`config.mk`:
```
export PLATFORM = sky130hd
export DESIGN_NAME = sample_demux
export DESIGN_NICKNAME = d
export VERILOG_FILES = /design/src/rtl/sdm_pkg.sv /design/src/rtl/sdm_seq.sv /design/src/rtl/sdm_lanes.sv /design/src/rtl/sdm_dclk.sv /design/src/rtl/sample_demux.sv
export SDC_FILE = /design/constraint.sdc
export NUM_CORES = 1
export LEC_CHECK = 0
export BUFFER_PORTS_ARGS = -buffer_cell sky130_fd_sc_hd__buf_2
export CORE_MARGIN = 2
export CORE_UTILIZATION = 57
export CTS_CLUSTER_DIAMETER = 60
export DETAILED_ROUTE_END_ITERATION = 10
export GPL_ROUTABILITY_DRIVEN = 0
export PLACE_DENSITY = 0.86
export SYNTH_ARGS = -nofsm -noshare
export SYNTH_HDL_FRONTEND = slang
export SYNTH_SLANG_ARGS = --single-unit
```
`constraint.sdc`:
```
create_clock -name clk -period 2.6 [get_ports clk]
set_input_delay 0.52 -clock clk [delete_from_list [all_inputs] [get_ports clk]]
set_output_delay 0.52 -clock clk [all_outputs]
set_load 0.01 [all_outputs]
```
`src/rtl/sdm_pkg.sv`:
```
// Shared definitions for the sample demultiplexer.
// Assumes samples use offset-binary coding, so mid-scale is the top bit alone.
package sdm_pkg;

    typedef enum logic [1:0] {
        CK_SDR       = 2'd0,
        CK_DDR_ALIGN = 2'd1,
        CK_DDR_QUAD  = 2'd2
    } dclk_mode_e;

    // Mid-scale code of an offset-binary word of width w.
    function automatic int unsigned mid_code(input int unsigned w);
        return 32'd1 << (w - 1);
    endfunction

endpackage

```
`src/rtl/sdm_seq.sv`:
```
// Group sequencer: counts samples inside a group, flags the load edge and
// detects mode changes. Assumes LANES is a power of two and at least 4.
module sdm_seq #(
    parameter int LANES = 4,
    localparam int CW = $clog2(LANES)
) (
    input  logic          clk,
    input  logic          rst_n,
    input  logic          half_i,
    output logic [CW-1:0] cnt,
    output logic [CW-1:0] cnt_nxt,
    output logic          load,
    output logic          chg,
    output logic          half_q
);

    logic [CW-1:0] grp_last;

    // Decode group length, load edge and next count.
    always_comb begin
        grp_last = half_q ? CW'(LANES / 2 - 1) : CW'(LANES - 1);
        chg      = (half_i != half_q);
        load     = !chg && (cnt == grp_last);
        cnt_nxt  = (chg || load) ? '0 : cnt + 1'b1;
    end

    // Hold the count and the mode in use.
    always_ff @(posedge clk) begin
        if (!rst_n) begin
            cnt    <= '0;
            half_q <= half_i;
        end else begin
            cnt    <= cnt_nxt;
            half_q <= half_i;
        end
    end

endmodule

```
`src/rtl/sdm_lanes.sv`:
```
// Lane storage: stages the samples of a group and loads every output bus
// together on the load edge. Also holds the test pattern count and the
// valid flag. Lane 0 is bus A (newest), lane LANES-1 is bus D (oldest).
// Assumes load and chg are never both high.
module sdm_lanes #(
    parameter int W     = 8,
    parameter int LANES = 4,
    localparam int CW   = $clog2(LANES)
) (
    input  logic                      clk,
    input  logic                      rst_n,
    input  logic [W-1:0]              smp,
    input  logic [CW-1:0]             cnt,
    input  logic                      load,
    input  logic                      chg,
    input  logic                      half_q,
    input  logic                      test_en,
    output logic [LANES-1:0][W-1:0]   bus,
    output logic                      valid
);

    localparam logic [W-1:0] MID  = W'(sdm_pkg::mid_code(W));
    localparam int           STEP = (1 << W) / LANES;

    logic [W-1:0] tp;

    // Test pattern count: cleared while disabled, advanced per group load.
    always_ff @(posedge clk) begin
        if (!rst_n || !test_en) tp <= '0;
        else if (load)          tp <= tp + 1'b1;
    end

    // Valid flag: set by a group load, cleared by a mode change.
    always_ff @(posedge clk) begin
        if (!rst_n)    valid <= 1'b0;
        else if (chg)  valid <= 1'b0;
        else if (load) valid <= 1'b1;
    end

    for (genvar l = 0; l < LANES; l++) begin : g_lane
        localparam logic [CW-1:0] IDX    = CW'(LANES - 1 - l);
        localparam logic [W-1:0]  OFS    = W'((LANES - 1 - l) * STEP);
        localparam bit            NARROW = (l >= LANES / 2);

        logic [W-1:0] stage;
        logic         active;
        logic         mine;

        // Lane takes data in wide mode, or when it is one of the narrow lanes.
        always_comb begin
            active = !half_q || NARROW;
            mine   = (cnt == IDX);
        end

        // Stage this lane's sample until the group completes.
        always_ff @(posedge clk) begin
            if (!rst_n)                      stage <= MID;
            else if (!chg && !load && mine)  stage <= smp;
        end

        // Load the output bus on the group edge, otherwise hold.
        always_ff @(posedge clk) begin
            if (!rst_n)       bus[l] <= MID;
            else if (load) begin
                if (!active)      bus[l] <= MID;
                else if (test_en) bus[l] <= tp + OFS;
                else if (mine)    bus[l] <= smp;
                else              bus[l] <= stage;
            end
        end
    end

endmodule

```
`src/rtl/sdm_dclk.sv`:
```
// Data clock generator: derives the receiver clock from the group count.
// Single rate: high for the first half of each group. Double rate: toggles
// once per group, at the load edge or at mid-group.
module sdm_dclk #(
    parameter int LANES = 4,
    localparam int CW = $clog2(LANES)
) (
    input  logic                   clk,
    input  logic                   rst_n,
    input  logic [CW-1:0]          cnt_nxt,
    input  logic                   load,
    input  logic                   half_q,
    input  sdm_pkg::dclk_mode_e    mode,
    output logic                   dclk
);

    logic [CW-1:0] half_len;
    logic          dclk_nxt;

    // Choose the next clock level for the selected mode.
    always_comb begin
        half_len = half_q ? CW'(LANES / 4) : CW'(LANES / 2);
        unique case (mode)
            sdm_pkg::CK_DDR_ALIGN: dclk_nxt = load ? !dclk : dclk;
            sdm_pkg::CK_DDR_QUAD:  dclk_nxt = (cnt_nxt == half_len) ? !dclk : dclk;
            default:               dclk_nxt = (cnt_nxt < half_len);
        endcase
    end

    // Register the clock so that it leaves the block glitch-free.
    always_ff @(posedge clk) begin
        if (!rst_n) dclk <= 1'b0;
        else        dclk <= dclk_nxt;
    end

endmodule

```
`src/rtl/sample_demux.sv`:
```
// Top level: four-bus sample demultiplexer with a two-bus mode, data clock
// generation and a test pattern source. The bus count is fixed at four by
// the named ports; the sample width is a parameter.
module sample_demux #(
    parameter int W = 8
) (
    input  logic         clk,
    input  logic         rst_n,
    input  logic [W-1:0] smp_i,
    input  logic         half_mode_i,
    input  logic         ddr_i,
    input  logic         ph90_i,
    input  logic         test_en_i,
    output logic [W-1:0] bus_a_o,
    output logic [W-1:0] bus_b_o,
    output logic [W-1:0] bus_c_o,
    output logic [W-1:0] bus_d_o,
    output logic         valid_o,
    output logic         dclk_o
);

    localparam int LANES = 4;
    localparam int CW    = $clog2(LANES);

    logic [CW-1:0]            cnt;
    logic [CW-1:0]            cnt_nxt;
    logic                     load;
    logic                     chg;
    logic                     half_q;
    logic [LANES-1:0][W-1:0]  bus_w;
    sdm_pkg::dclk_mode_e      ck_mode;

    // Map the two clock-mode inputs onto one mode value.
    always_comb begin
        if (!ddr_i)      ck_mode = sdm_pkg::CK_SDR;
        else if (ph90_i) ck_mode = sdm_pkg::CK_DDR_QUAD;
        else             ck_mode = sdm_pkg::CK_DDR_ALIGN;
    end

    sdm_seq #(.LANES(LANES)) u_seq (
        .clk     (clk),
        .rst_n   (rst_n),
        .half_i  (half_mode_i),
        .cnt     (cnt),
        .cnt_nxt (cnt_nxt),
        .load    (load),
        .chg     (chg),
        .half_q  (half_q)
    );

    sdm_lanes #(.W(W), .LANES(LANES)) u_lanes (
        .clk     (clk),
        .rst_n   (rst_n),
        .smp     (smp_i),
        .cnt     (cnt),
        .load    (load),
        .chg     (chg),
        .half_q  (half_q),
        .test_en (test_en_i),
        .bus     (bus_w),
        .valid   (valid_o)
    );

    sdm_dclk #(.LANES(LANES)) u_dclk (
        .clk     (clk),
        .rst_n   (rst_n),
        .cnt_nxt (cnt_nxt),
        .load    (load),
        .half_q  (half_q),
        .mode    (ck_mode),
        .dclk    (dclk_o)
    );

    // Bring the lanes out on the named buses.
    always_comb begin
        bus_a_o = bus_w[0];
        bus_b_o = bus_w[1];
        bus_c_o = bus_w[2];
        bus_d_o = bus_w[3];
    end

endmodule

```
Word level (Yosys, flattened, before mapping) --
Index checks and enable logic that the tools add are counted.
Storage, ports and cells: bits in registers 77, bits in latches 0, memory bits (writable) 0, ROM bits 0, input bits 14, output and inout port bits 34, memories 0
Operators by class: add/sub/neg operators 5, multipliers 0, divide/modulo/power cells 0, $lt $le $gt $ge 1, equal/unequal tests 10, shift operators 0, multiplexer cells 18, bitwise operators 1, reduce and logical (&&, ||, !) cells 16
Operator list (number):
- $mux 8 | 10
- $add 8x8->8 const B | 2
- $mux 2 | 5
- $add 8x1->8 const B | 1
- $add 8x7->8 const B | 1
- $eq 2x2->1 const B | 3
- $logic_and 1x1->1 | 6
- $logic_not 1->1 | 5
- $eq 2x1->1 const B | 2
- $eq 2x2->1 | 2
- $ne 2x1->1 const B | 2
- $add 2x1->2 const B | 1
- $logic_not 2->1 | 1
- $logic_or 1x1->1 | 2
- $lt 2x2->1 | 1
- $mux 1 | 2
- $pmux 1 s2 | 1
- $reduce_and 2->1 | 1
- $reduce_or 2->1 | 1
- $ne 1x1->1 | 1
- $not 1->1 | 1

Longest topological paths before layout --
Gate-level depths: netlist (run 1).
word-level depth 8, gate-level depth with buffers 9

By module --
A second synthesis (run 1) with hierarchy kept.
Unflattened totals: cell total of the unflattened synthesis 417, area total of the unflattened synthesis 3638.5 um2
By module, submodules not included:
- sdm_lanes | times used 1, cells each 382, area an instance 3325.7 um2, sequential area each 1461.4 um2
- sdm_dclk | times used 1, cells each 18, area an instance 151.4 um2, sequential area each 20.0 um2
- sdm_seq | times used 1, cells each 15, area an instance 145.1 um2, sequential area each 60.1 um2
- sample_demux | times used 1, cells each 2, area an instance 16.3 um2, sequential area each 0.0 um2

Worst setup path before layout (run 1) --
No wires, ideal clock.
kind in2reg, start input half_mode_i, end register u_dclk.dclk, setup time 124 ps, arrival time 1827 ps, required time 2476 ps, path slack 649 ps, cell stages on the path 8, buffers on the path 1, cell sequence a211o_1 -> o21ai_1 -> buf_2 -> and2_1 -> ha_1 -> nand3_1 -> o211ai_1 -> mux2i_1
On the way: cells in the longest elaborated chain, start to end 8
Ends and longest elaborated chain:
- from (decl) | line sample_demux.sv:10 | input logic half_mode_i,
- $ne 1x1->1 * | line sdm_seq.sv:22 | chg = (half_i != half_q);
- $logic_not 1->1 | line sdm_seq.sv:23 | load = !chg && (cnt == grp_last);
- $logic_and 1x1->1 | line sdm_seq.sv:23
- $logic_or 1x1->1 * | line sdm_seq.sv:24 | cnt_nxt = (chg || load) ? '0 : cnt + 1'b1;
- $mux 2 * | line sdm_seq.sv:24
- net cnt_nxt[1] | line sample_demux.sv:26 | logic [CW-1:0] cnt_nxt;
- $eq 2x2->1 | line sdm_dclk.sv:25 | sdm_pkg::CK_DDR_QUAD: dclk_nxt = (cnt_nxt == half_len) ? !dclk : dclk;
- $ne 2x1->1 (no line)
- $reduce_and 2->1 (no line)
- to (signal assigned) | line sdm_dclk.sv:33 | else dclk <= dclk_nxt;
- to (decl) | line sdm_dclk.sv:14 | output logic dclk
Mark *: on every way through the listed nets, which the timed path passes. The rest lies on a longest branch. A chain may end at the register's enable or synchronous reset.

Worst setup path after layout (run 1) --
start register u_seq.cnt[1], end register u_lanes.bus[15] (netlist name)
On the way: cells in the longest elaborated chain, start to end 4
Ends and longest elaborated chain:
- from (decl) | line sdm_seq.sv:10 | output logic [CW-1:0] cnt,
- from (signal assigned) | line sdm_seq.sv:33 | cnt <= cnt_nxt;
- $eq 2x2->1 | line sdm_lanes.sv:52 | mine = (cnt == IDX);
- $mux 8 | line sdm_lanes.sv:67 | else if (mine) bus[l] <= smp;
- $mux 8 | line sdm_lanes.sv:66 | else if (test_en) bus[l] <= tp + OFS;
- $mux 8 | line sdm_lanes.sv:65 | if (!active) bus[l] <= MID;
- to (signal, indexed assignment) | line sdm_lanes.sv:66
- to (signal, indexed assignment) | line sdm_lanes.sv:67
- to (signal, indexed assignment) | line sdm_lanes.sv:68 | else bus[l] <= stage;
- to (decl) | line sdm_lanes.sv:18 | output logic [LANES-1:0][W-1:0] bus,
Parallel ways exist; a longest one is shown, timed or not.

==> out/qor.yml, run 1 <==
timing:
  hold_viol_final: 0
  period_share_pct: 85.2
  slew_headroom_pct: 20.3
  setup_ws_ns: 0.384
  rsz0062_at_grt: "false"
  setup_violations: 0
  fin_tns_setup_ns: 0
  min_period_ns: 2.22
  finClkSkew_ns: 0.00732
  drv_slew: 0
  worst_pin_slew_ns: 1.20
  fmax_mhz: 451
global_routing:
  grt_start_max_net_pins: 45
  grt_pass1_vias: 3081
  track_usage_pct: 26.1
  grt-ovfl-total: 0
  grt_pass1_wl_mm: 14.8
  grt_antenna_before_repair: 0
cts:
  postCtsSetupRepairBufs: 0
  cts_buffer_depth: 2
  cts_tree: "built"
  cts_buffers: 9
  cts_resized: 0
  path_clk_slew_ns: 0.08
  cts.sinks: 77
  hold_buffers: 0
  htree_levels: 3
  cts-root-buf: "clkbuf_8"
  clock_latency_ns: 0.35
cells_and_area:
  nFillCells: 511
  finish.utilization_pct: 66.5
  fin_area_um2: 4010
  drive_above_1_share_pct: 17.4
  seq_area_um2: 1540
  area_growth_pct: 11.3
  multi_input_area_um2: 1880
  insertedDiodeCount: 0
  fin_nets: 477
worst_setup_path:
  crit_fanout: 18
  worstSetupPathType: "flip-flop to flip-flop"
  cp-end-kind: "flip-flop"
  critPathSlowestCell: "ha_1"
  cp_data_required_time_ns: 2.84
  crit_arrival_ns: 2.45
  setup.worst_path.start_class: "flip-flop"
  crit_chain: "ha_1 > inv_1 > a211o_1 > a21oi_1 > o21ai_1"
  cpPeakStageDelay_ns: 0.68
place:
  post-dp-hpwl_mm: 5.91
  portBuffers: 47
  pre_cts_slack_ns: 0.438
  dpl_cell_area_um2: 3840
yosys:
  synth_area_per_cell_um2: 8.45
  ys_ff_latch: 77
  yosysSeqAreaShare_pct: 42.8
  yosysUniqueCellTypes: 33
  syn_nets: 447
  synth_warnings: 0
  netlist_area_um2: 3600
  synthCells: 426
route:
  firstDrtPassIters: 5
  ant_nets: 0
  wl_per_cell_um: 16.7
  drtIter0Drc: 373
  wl_mm: 8.95
  vias: 3269
  viasPerCell: 6.11
  post-route-drc-count: 0
power:
  power_leakage_nw: 1.52
  max-vdd-ir-drop_uv: 281
  fin_total_pwr_w: 0.00228
  power.density_nw_per_um2: 570
floorplan:
  core_um2: 6030
  rows: 28
  initial_core_util_pct: 59.8
  die_y_um: 83.5
  die_x_um: 83.5
  dieArea_um2: 6970
  ios: 48
outcome:
  status: "finished, final reports clean"
job:
  cap_violations: 0
min_path:
  holdCritPathClass: "input port to flip-flop"
-- power breakdown --
group | leakage (nW) | switching [W] | internal, W
Clock | 0.0877 | 0.000436 | 0.000360
Combinational | 0.810 | 0.000176 | 0.0000877
Sequential | 0.624 | 0.0000187 | 0.00121
-- registers in the layout (all words and copies together) (netlist names) --
signal and cells:
u_lanes.tp 8, u_seq.cnt 2, u_seq.half_q 1, u_dclk.dclk 1, u_lanes.valid 1, u_lanes.g_lane.stage 32
u_lanes.bus 32
-- final cells by class --
class	instances	area share [%]
Clock inverter	5	0.687
Clock buffer	10	3.44
Multi-Input combinational cell	307	47.0
Inverter	8	0.750
Timing Repair Buffer	53	7.31
Sequential cell	77	38.5
Tap cell	75	2.34
-- kinds of logic (layout without fill, tap and decap cells) --
kind of cell	Yosys count	after routing	synth area share [%]
simple gates	123	123	16.5
fa+ha+maj	7	7	2.43
flops	77	77	42.8
mux	31	31	9.59
compound gates	137	137	21.4
buf+inv	42	76	5.00
xor+xnor	9	9	2.19
-- through the flow --
stage          instances  hold WS, ns
2_1_floorplan        426        0.445
3_3_place_gp         520        0.439
3_5_place_dp         520        0.443
4_1_cts              535        0.363
5_1_grt              535        0.369
6_report             535        0.376
-- path summary, 6_finish.rpt --
check / start / slack, ns / depth (start not counted) / endpoint
setup / recovery: u_seq.cnt[1] / 0.38 / 5 / u_lanes.bus[15]
hold / removal: half_mode_i / 0.38 / 1 / u_seq.half_q
setup reg to reg: u_seq.cnt[1] / 0.38 / 5 / u_lanes.bus[15]
hold reg to reg: u_lanes.bus[27] / 0.45 / 2 / u_lanes.bus[27]
-- Yosys cell counts --
cell type	number	area share [%]
xnor2_1	9	2.2
a2111oi_4	1	0.76
buf_1	1	0.10
nor4b_1	1	0.24
nor2_1	11	1.1
mux2_1	21	6.6
mux2_2	7	2.2
dfxtp_1	77	43
a21boi_1	1	0.21
nand3_1	43	6.0
nand4b_1	1	0.24
a21oi_1	63	8.8
and3_1	1	0.17
a211oi_1	2	0.42
o21ai_0	14	1.9
clkbuf_1	20	2.1
nand2_1	44	4.6
nand3b_1	2	0.42
nand2b_1	7	1.2
o21a_1	1	0.21
and2_1	3	0.52
or3b_4	1	0.31
ha_1	7	2.4
nand4bb_1	1	0.31
o211ai_1	17	3.5
mux2i_1	3	0.83
inv_1	6	0.63
buf_2	12	1.7
o21ai_1	35	4.9
nor2b_1	8	1.4
inv_2	2	0.21
a211o_1	3	0.73
buf_6	1	0.31
-- worst max-delay path, delay by kind of cell, from the launching register on --
kind,cells,cell delay [ns]
fa+ha+maj,1,0.68
compound gates,3,0.59
flops,1,0.50
buf+inv,1,0.33
-- placed cells by master (no fill, tap or decap), types with 11 or more instances in the layout --
| master | n |
|---|---|
| nand2_1 | 44 |
| nor2_1 | 11 |
| mux2_1 | 21 |
| o21ai_0 | 14 |
| a21oi_1 | 63 |
| nand3_1 | 43 |
| o21ai_1 | 34 |
| dfxtp_1 | 77 |
| buf_2 | 47 |
| o211ai_1 | 17 |
-- routing by layer --
metal | GRT usage (%) | wire length, um | vias to the layer above
met4 | 10.3 | 220 | 0
li1 | - | - | 1560
met2 | 40.0 | 4170 | 130
met3 | 6.43 | 577 | 18
met5 | 0 | 0 | -
met1 | 35.5 | 3980 | 1561
No activity file was read; power rests on OpenSTA's default activity.
==> run 2: changes to the inputs <==
Settings changed: PLACE_DENSITY 0.86 to 0.8.
==> out/qor.yml, run 2 (same netlist as run 1, synthesis figures left out) <==
floorplan:
  ios: 48  # unchanged
  die_x_um: 83.5  # unchanged
  rows: 28  # unchanged
  dieArea_um2: 6970  # unchanged
  core_um2: 6030  # unchanged
  die_y_um: 83.5  # unchanged
  initial_core_util_pct: 59.8  # unchanged
route:
  vias: 3252  # -0.52%
  wl_mm: 8.93  # -0.22%
  drtIter0Drc: 299  # -20%
  post-route-drc-count: 0  # unchanged
  wl_per_cell_um: 16.6  # -0.78%
  firstDrtPassIters: 5  # unchanged
  viasPerCell: 6.04  # -1.1%
  ant_nets: 0  # unchanged
timing:
  period_share_pct: 89.1  # +3.9 points
  drv_slew: 0  # unchanged
  worst_pin_slew_ns: 1.23  # +0.0299 ns
  min_period_ns: 2.32  # +0.102 ns
  fmax_mhz: 431  # -4.4%
  slew_headroom_pct: 18.3  # -2.0 points
  finClkSkew_ns: 0.00794  # +0.000613 ns
  rsz0062_at_grt: "false"
  hold_viol_final: 0  # unchanged
  setup_violations: 0  # unchanged
  fin_tns_setup_ns: 0  # unchanged
  timing.hold.ws_ns: 0.366  # -0.0104 ns
cells_and_area:
  finish.utilization_pct: 67.7  # +1.2 points
  insertedDiodeCount: 0  # unchanged
  final_common_cell: "dfxtp_1"
  fin_nets: 479  # +0.42%
  drive_above_1_share_pct: 17.7  # +0.32 points
  area_growth_pct: 13.3
  reg.largest.list: "u_lanes.bus: 32 flops, u_lanes.g_lane.stage: 32 flops, u_lanes.tp: 8 flops"
  most-common-layout-cells: "77 x dfxtp_1, 63 x a21oi_1, 47 x buf_2, 44 x nand2_1, 43 x nand3_1"
  nFillCells: 530  # +3.7%
worst_setup_path:
  ff2ff_path_depth: 6  # +1
  cp-end-kind: "flip-flop"
  setup.worst_path.start_class: "flip-flop"
  crit_fanout: 18  # unchanged
  cp-startpoint: "u_seq.cnt[0]"
  cp_data_required_time_ns: 2.84  # about the same
  worstSetupPathType: "flip-flop to flip-flop"
  r2r_slack_ns: 0.28  # -0.10 ns
  worst_r2r_startpoint: "u_seq.cnt[0]"
  crit_arrival_ns: 2.56  # +0.11 ns
  crit-reg2reg-capture: "u_lanes.bus[15]"
power:
  seqPwrFrac_pct: 48.6  # -5.0 points
  combPwrFrac_pct: 10.5  # -1.0 points
  power_leakage_nw: 1.56  # +2.6%
  power.density_nw_per_um2: 617  # +8.2%
  p_sw_share_pct: 25.2  # -2.5 points
  power.share.clock_pct: 40.9  # +6.0 points
  fin_total_pwr_w: 0.00252  # +10%
  switchingPower_w: 0.000634  # +0.45%
  p_int_w: 0.00189  # +14%
  max-vdd-ir-drop_uv: 368  # +31%
cts:
  cts_buffer_depth: 2  # unchanged
  cts_buffers: 9  # unchanged
  hold_buffers: 0  # unchanged
  cts_tree: "built"
  cts_resized: 0  # unchanged
  cts-root-buf: "clkbuf_8"
  cts.sinks: 77  # unchanged
  postCtsSetupRepairBufs: 0  # unchanged
  path_clk_slew_ns: 0.08  # about the same
  clock_latency_ns: 0.36  # about the same
  htree_levels: 3  # unchanged
global_routing:
  track_usage_pct: 25.8  # -0.30 points
  grt_pass1_wl_mm: 14.7  # -0.33%
  grt_antenna_before_repair: 0  # unchanged
  grt_pass1_vias: 2960  # -3.9%
  grt-ovfl-total: 0  # unchanged
  grt_start_max_net_pins: 50  # +11%
min_path:
  hold_path_startpoint: "half_mode_i"
  holdCritPathClass: "input port to flip-flop"
  min_to: "u_seq.half_q"
  hold_path_depth: 1  # unchanged
outcome:
  status: "finished, final reports clean"
job:
  cap_violations: 0  # unchanged
place:
  portBuffers: 47  # unchanged
  post-dp-hpwl_mm: 5.75  # -2.7%
-- run 2: changes by cell type in the layout (fill, tap and decap cells not counted), sizes merged --
cell,change
buf,+2
clkbuf,+2
bufinv,+2
clkinv,-2
clkinvlp,-1
-- run 2: critical path, cell delays in order, from the launching register on --
cell     delay, ns
dfxtp_1       0.39
inv_1         0.14
ha_1          0.62
inv_1         0.35
a211o_1       0.38
a21oi_1       0.22
o21ai_1       0.10
-- run 2: final cells by class --
cell class                 instances  area [um2]  share of cell area (%)
inverter                           8        30.0                   0.736
tap                               75        93.8                    2.30
clock inverter                     4        70.1                    1.72
sequential                        77        1540                    37.8
timing repair buffer              55         308                    7.54
multi-input combinational        307        1880                    46.1
clock buffer                      12         155                    3.80
-- run 2: power by group through the flow --
stage          clock (W)  combinational (W)  sequential, W
2_1_floorplan          0           0.000176        0.00125
3_3_place_gp           0           0.000253        0.00125
3_5_place_dp           0           0.000258        0.00125
4_1_cts          0.00103           0.000261        0.00122
5_1_grt          0.00109           0.000285        0.00123
6_report         0.00103           0.000264        0.00122
-- run 2: per-stage QoR --
stage / setup slack, ns / std cells / cell area, um2
2_1_floorplan: 0.649 / 426 / 3600
3_3_place_gp: 0.460 / 522 / 3860
3_5_place_dp: 0.417 / 522 / 3860
4_1_cts: 0.337 / 538 / 4080
5_1_grt: 0.134 / 538 / 4080
6_report: 0.282 / 538 / 4080
-- run 2: layer usage --
layer  track usage (%)  wire length, um
met5                 0                0
met2              39.2             4110
met4              12.3              278
met1              36.0             4040
met3              3.86              504
-- run 2: how the worst max path moves through the flow --
stage / endpoint / cells after the start
after floorplan: u_dclk.dclk / 8
after global placement: u_lanes.bus[15] / 6
after detailed placement: u_lanes.bus[15] / 6
after CTS: u_lanes.bus[15] / 6
after global routing: u_lanes.bus[15] / 6
final: u_lanes.bus[15] / 6
==> run 3: changes to the inputs <==
Settings changed: MAX_ROUTING_LAYER set to met4, PLACE_DENSITY 0.8 to unset, PLACE_DENSITY_LB_ADDON set to 0.15.
==> out/qor.yml, run 3 (same netlist as run 1, synthesis figures left out) <==
cells_and_area:
  area_growth_pct: 12.8
  most-common-layout-cells: "77 x dfxtp_1, 63 x a21oi_1, 47 x buf_2, 44 x nand2_1, 43 x nand3_1"
  drive_above_1_share_pct: 17.7  # unchanged
  final-instance-count-excl-fill: 538  # unchanged
  final_common_cell: "dfxtp_1"
  reg.largest.list: "u_lanes.bus: 32 flops, u_lanes.g_lane.stage: 32 flops, u_lanes.tp: 8 flops"
  nFillCells: 518  # -2.3%
  insertedDiodeCount: 0  # unchanged
  multi_input_area_um2: 1880  # unchanged
  fin_nets: 480  # +0.21%
  seq_area_um2: 1540  # unchanged
global_routing:
  track_usage_pct: 26.6  # +0.81 points
  grt_antenna_before_repair: 0  # unchanged
  grt-ovfl-total: 0  # unchanged
  grt_pass1_wl_mm: 14.5  # -1.3%
  grt_start_max_net_pins: 34  # -32%
  grt_pass1_vias: 2937  # -0.78%
place:
  dp.cells: 523  # +0.19%
  portBuffers: 47  # unchanged
  pre_cts_slack_ns: 0.424  # +0.00706 ns
  post-dp-hpwl_mm: 5.78  # +0.52%
route:
  viasPerCell: 5.88  # -2.8%
  drtIter0Drc: 249  # -17%
  ant_nets: 0  # unchanged
  firstDrtPassIters: 5  # unchanged
  post-route-drc-count: 0  # unchanged
  wl_per_cell_um: 16.3  # -1.9%
  vias: 3161  # -2.8%
  wl_mm: 8.76  # -1.9%
worst_setup_path:
  setup.worst_path.start_class: "flip-flop"
  crit_arrival_ns: 2.42  # -0.14 ns
  crit_fanout: 18  # unchanged
  crit-reg2reg-capture: "u_lanes.bus[15]"
  cp_data_required_time_ns: 2.82  # -0.02 ns
  cp-end-kind: "flip-flop"
  worstSetupPathType: "flip-flop to flip-flop"
  r2r_slack_ns: 0.40  # +0.12 ns
  worst_r2r_startpoint: "u_seq.cnt[1]"
  ff2ff_path_depth: 5  # -1
cts:
  htree_levels: 3  # unchanged
  cts.sinks: 77  # unchanged
  postCtsSetupRepairBufs: 0  # unchanged
  path_clk_slew_ns: 0.07  # about the same
  cts-root-buf: "clkbuf_8"
  cts_resized: 0  # unchanged
  cts_buffer_depth: 2  # unchanged
  hold_buffers: 0  # unchanged
  cts_tree: "built"
  clock_latency_ns: 0.34  # -0.02 ns
  cts_buffers: 9  # unchanged
power:
  power.density_nw_per_um2: 592  # -4.1%
  p_sw_share_pct: 25.6  # +0.42 points
  combPwrFrac_pct: 11.1  # +0.6 points
  power.share.clock_pct: 38.0  # -2.9 points
  switchingPower_w: 0.000615  # -3.0%
  max-vdd-ir-drop_uv: 365  # -0.66%
  power_leakage_nw: 1.55  # -0.53%
  p_int_w: 0.00179  # -5.1%
  seqPwrFrac_pct: 50.9  # +2.3 points
floorplan:
  core_um2: 6030  # unchanged
  die_x_um: 83.5  # unchanged
  dieArea_um2: 6970  # unchanged
  rows: 28  # unchanged
  initial_core_util_pct: 59.8  # unchanged
  die_y_um: 83.5  # unchanged
  ios: 48  # unchanged
job:
  cap_violations: 0  # unchanged
timing:
  rsz0062_at_grt: "false"
  slew_headroom_pct: 17.6  # -0.68 points
  worst_pin_slew_ns: 1.24  # +0.0103 ns
  fin_tns_setup_ns: 0  # unchanged
  finClkSkew_ns: 0.00879  # +0.000852 ns
  setup_ws_ns: 0.403  # +0.121 ns
  drv_slew: 0  # unchanged
  period_share_pct: 84.5  # -4.6 points
  setup_violations: 0  # unchanged
  timing.hold.ws_ns: 0.396  # +0.0305 ns
  hold_viol_final: 0  # unchanged
  fmax_mhz: 455  # +5.5%
  min_period_ns: 2.20  # -0.121 ns
min_path:
  hold_path_startpoint: "half_mode_i"
  holdCritPathClass: "input port to flip-flop"
  hold_path_depth: 1  # unchanged
  min_to: "u_seq.half_q"
outcome:
  status: "finished, final reports clean"
==> run 3: metrics by stage <==
stage	utilization (%)	total power, W	cell area, um2
global route	67.4	0.00250	4060
global placement	64.1	0.00151	3860
CTS	67.4	0.00241	4060
finish	67.4	0.00240	4060
floorplan	-	0.00143	3600
detailed placement	64.1	0.00151	3860
==> run 3: worst max-delay path: stages (launching register included) <==
cell	delay (ns)
dfxtp_1	0.49
ha_1	0.64
inv_1	0.32
a211o_1	0.37
a21oi_1	0.16
o21ai_1	0.09
==> run 3: worst max-delay path by stage <==
| stage | from | end | slack [ns] | cells past startpoint |
|---|---|---|---|---|
| finish | u_seq.cnt[1] | u_lanes.bus[15] | 0.40 | 5 |
| global route | u_seq.cnt[1] | u_lanes.bus[15] | 0.20 | 5 |
| CTS | u_seq.cnt[1] | u_lanes.bus[15] | 0.40 | 5 |
| detailed placement | u_seq.cnt[1] | u_lanes.bus[15] | 0.42 | 5 |
| global placement | u_seq.cnt[0] | u_lanes.bus[15] | 0.46 | 6 |
| floorplan | half_mode_i | u_dclk.dclk | 0.65 | 8 |
==> run 3: power groups by stage <==
stage	Clock, W	Combinational (W)	Sequential [W]
after global routing	0.000981	0.000292	0.00123
after global placement	0	0.000260	0.00125
after detailed placement	0	0.000262	0.00125
final	0.000914	0.000266	0.00122
after CTS	0.000926	0.000264	0.00122
after floorplan	0	0.000176	0.00125
==> run 3: cell type report <==
cell class                      count  area share (%)
Multi-Input combinational cell    307            46.4
Tap cell                           75            2.31
Clock buffer                       12            3.82
Timing Repair Buffer               56            7.76
Sequential cell                    77            37.9
Clock inverter                      3            1.08
Inverter                            8           0.739
==> run 3: per-layer routing <==
| layer | vias up | global-route usage (%) | routed length, um |
|---|---|---|---|
| li1 | 1562 | - | - |
| met1 | 1494 | 37.1 | 4070 |
| met2 | 92 | 40.0 | 4090 |
| met3 | 13 | 3.76 | 444 |
| met4 | 0 | 8.94 | 149 |
| met5 | - | - | 0 |
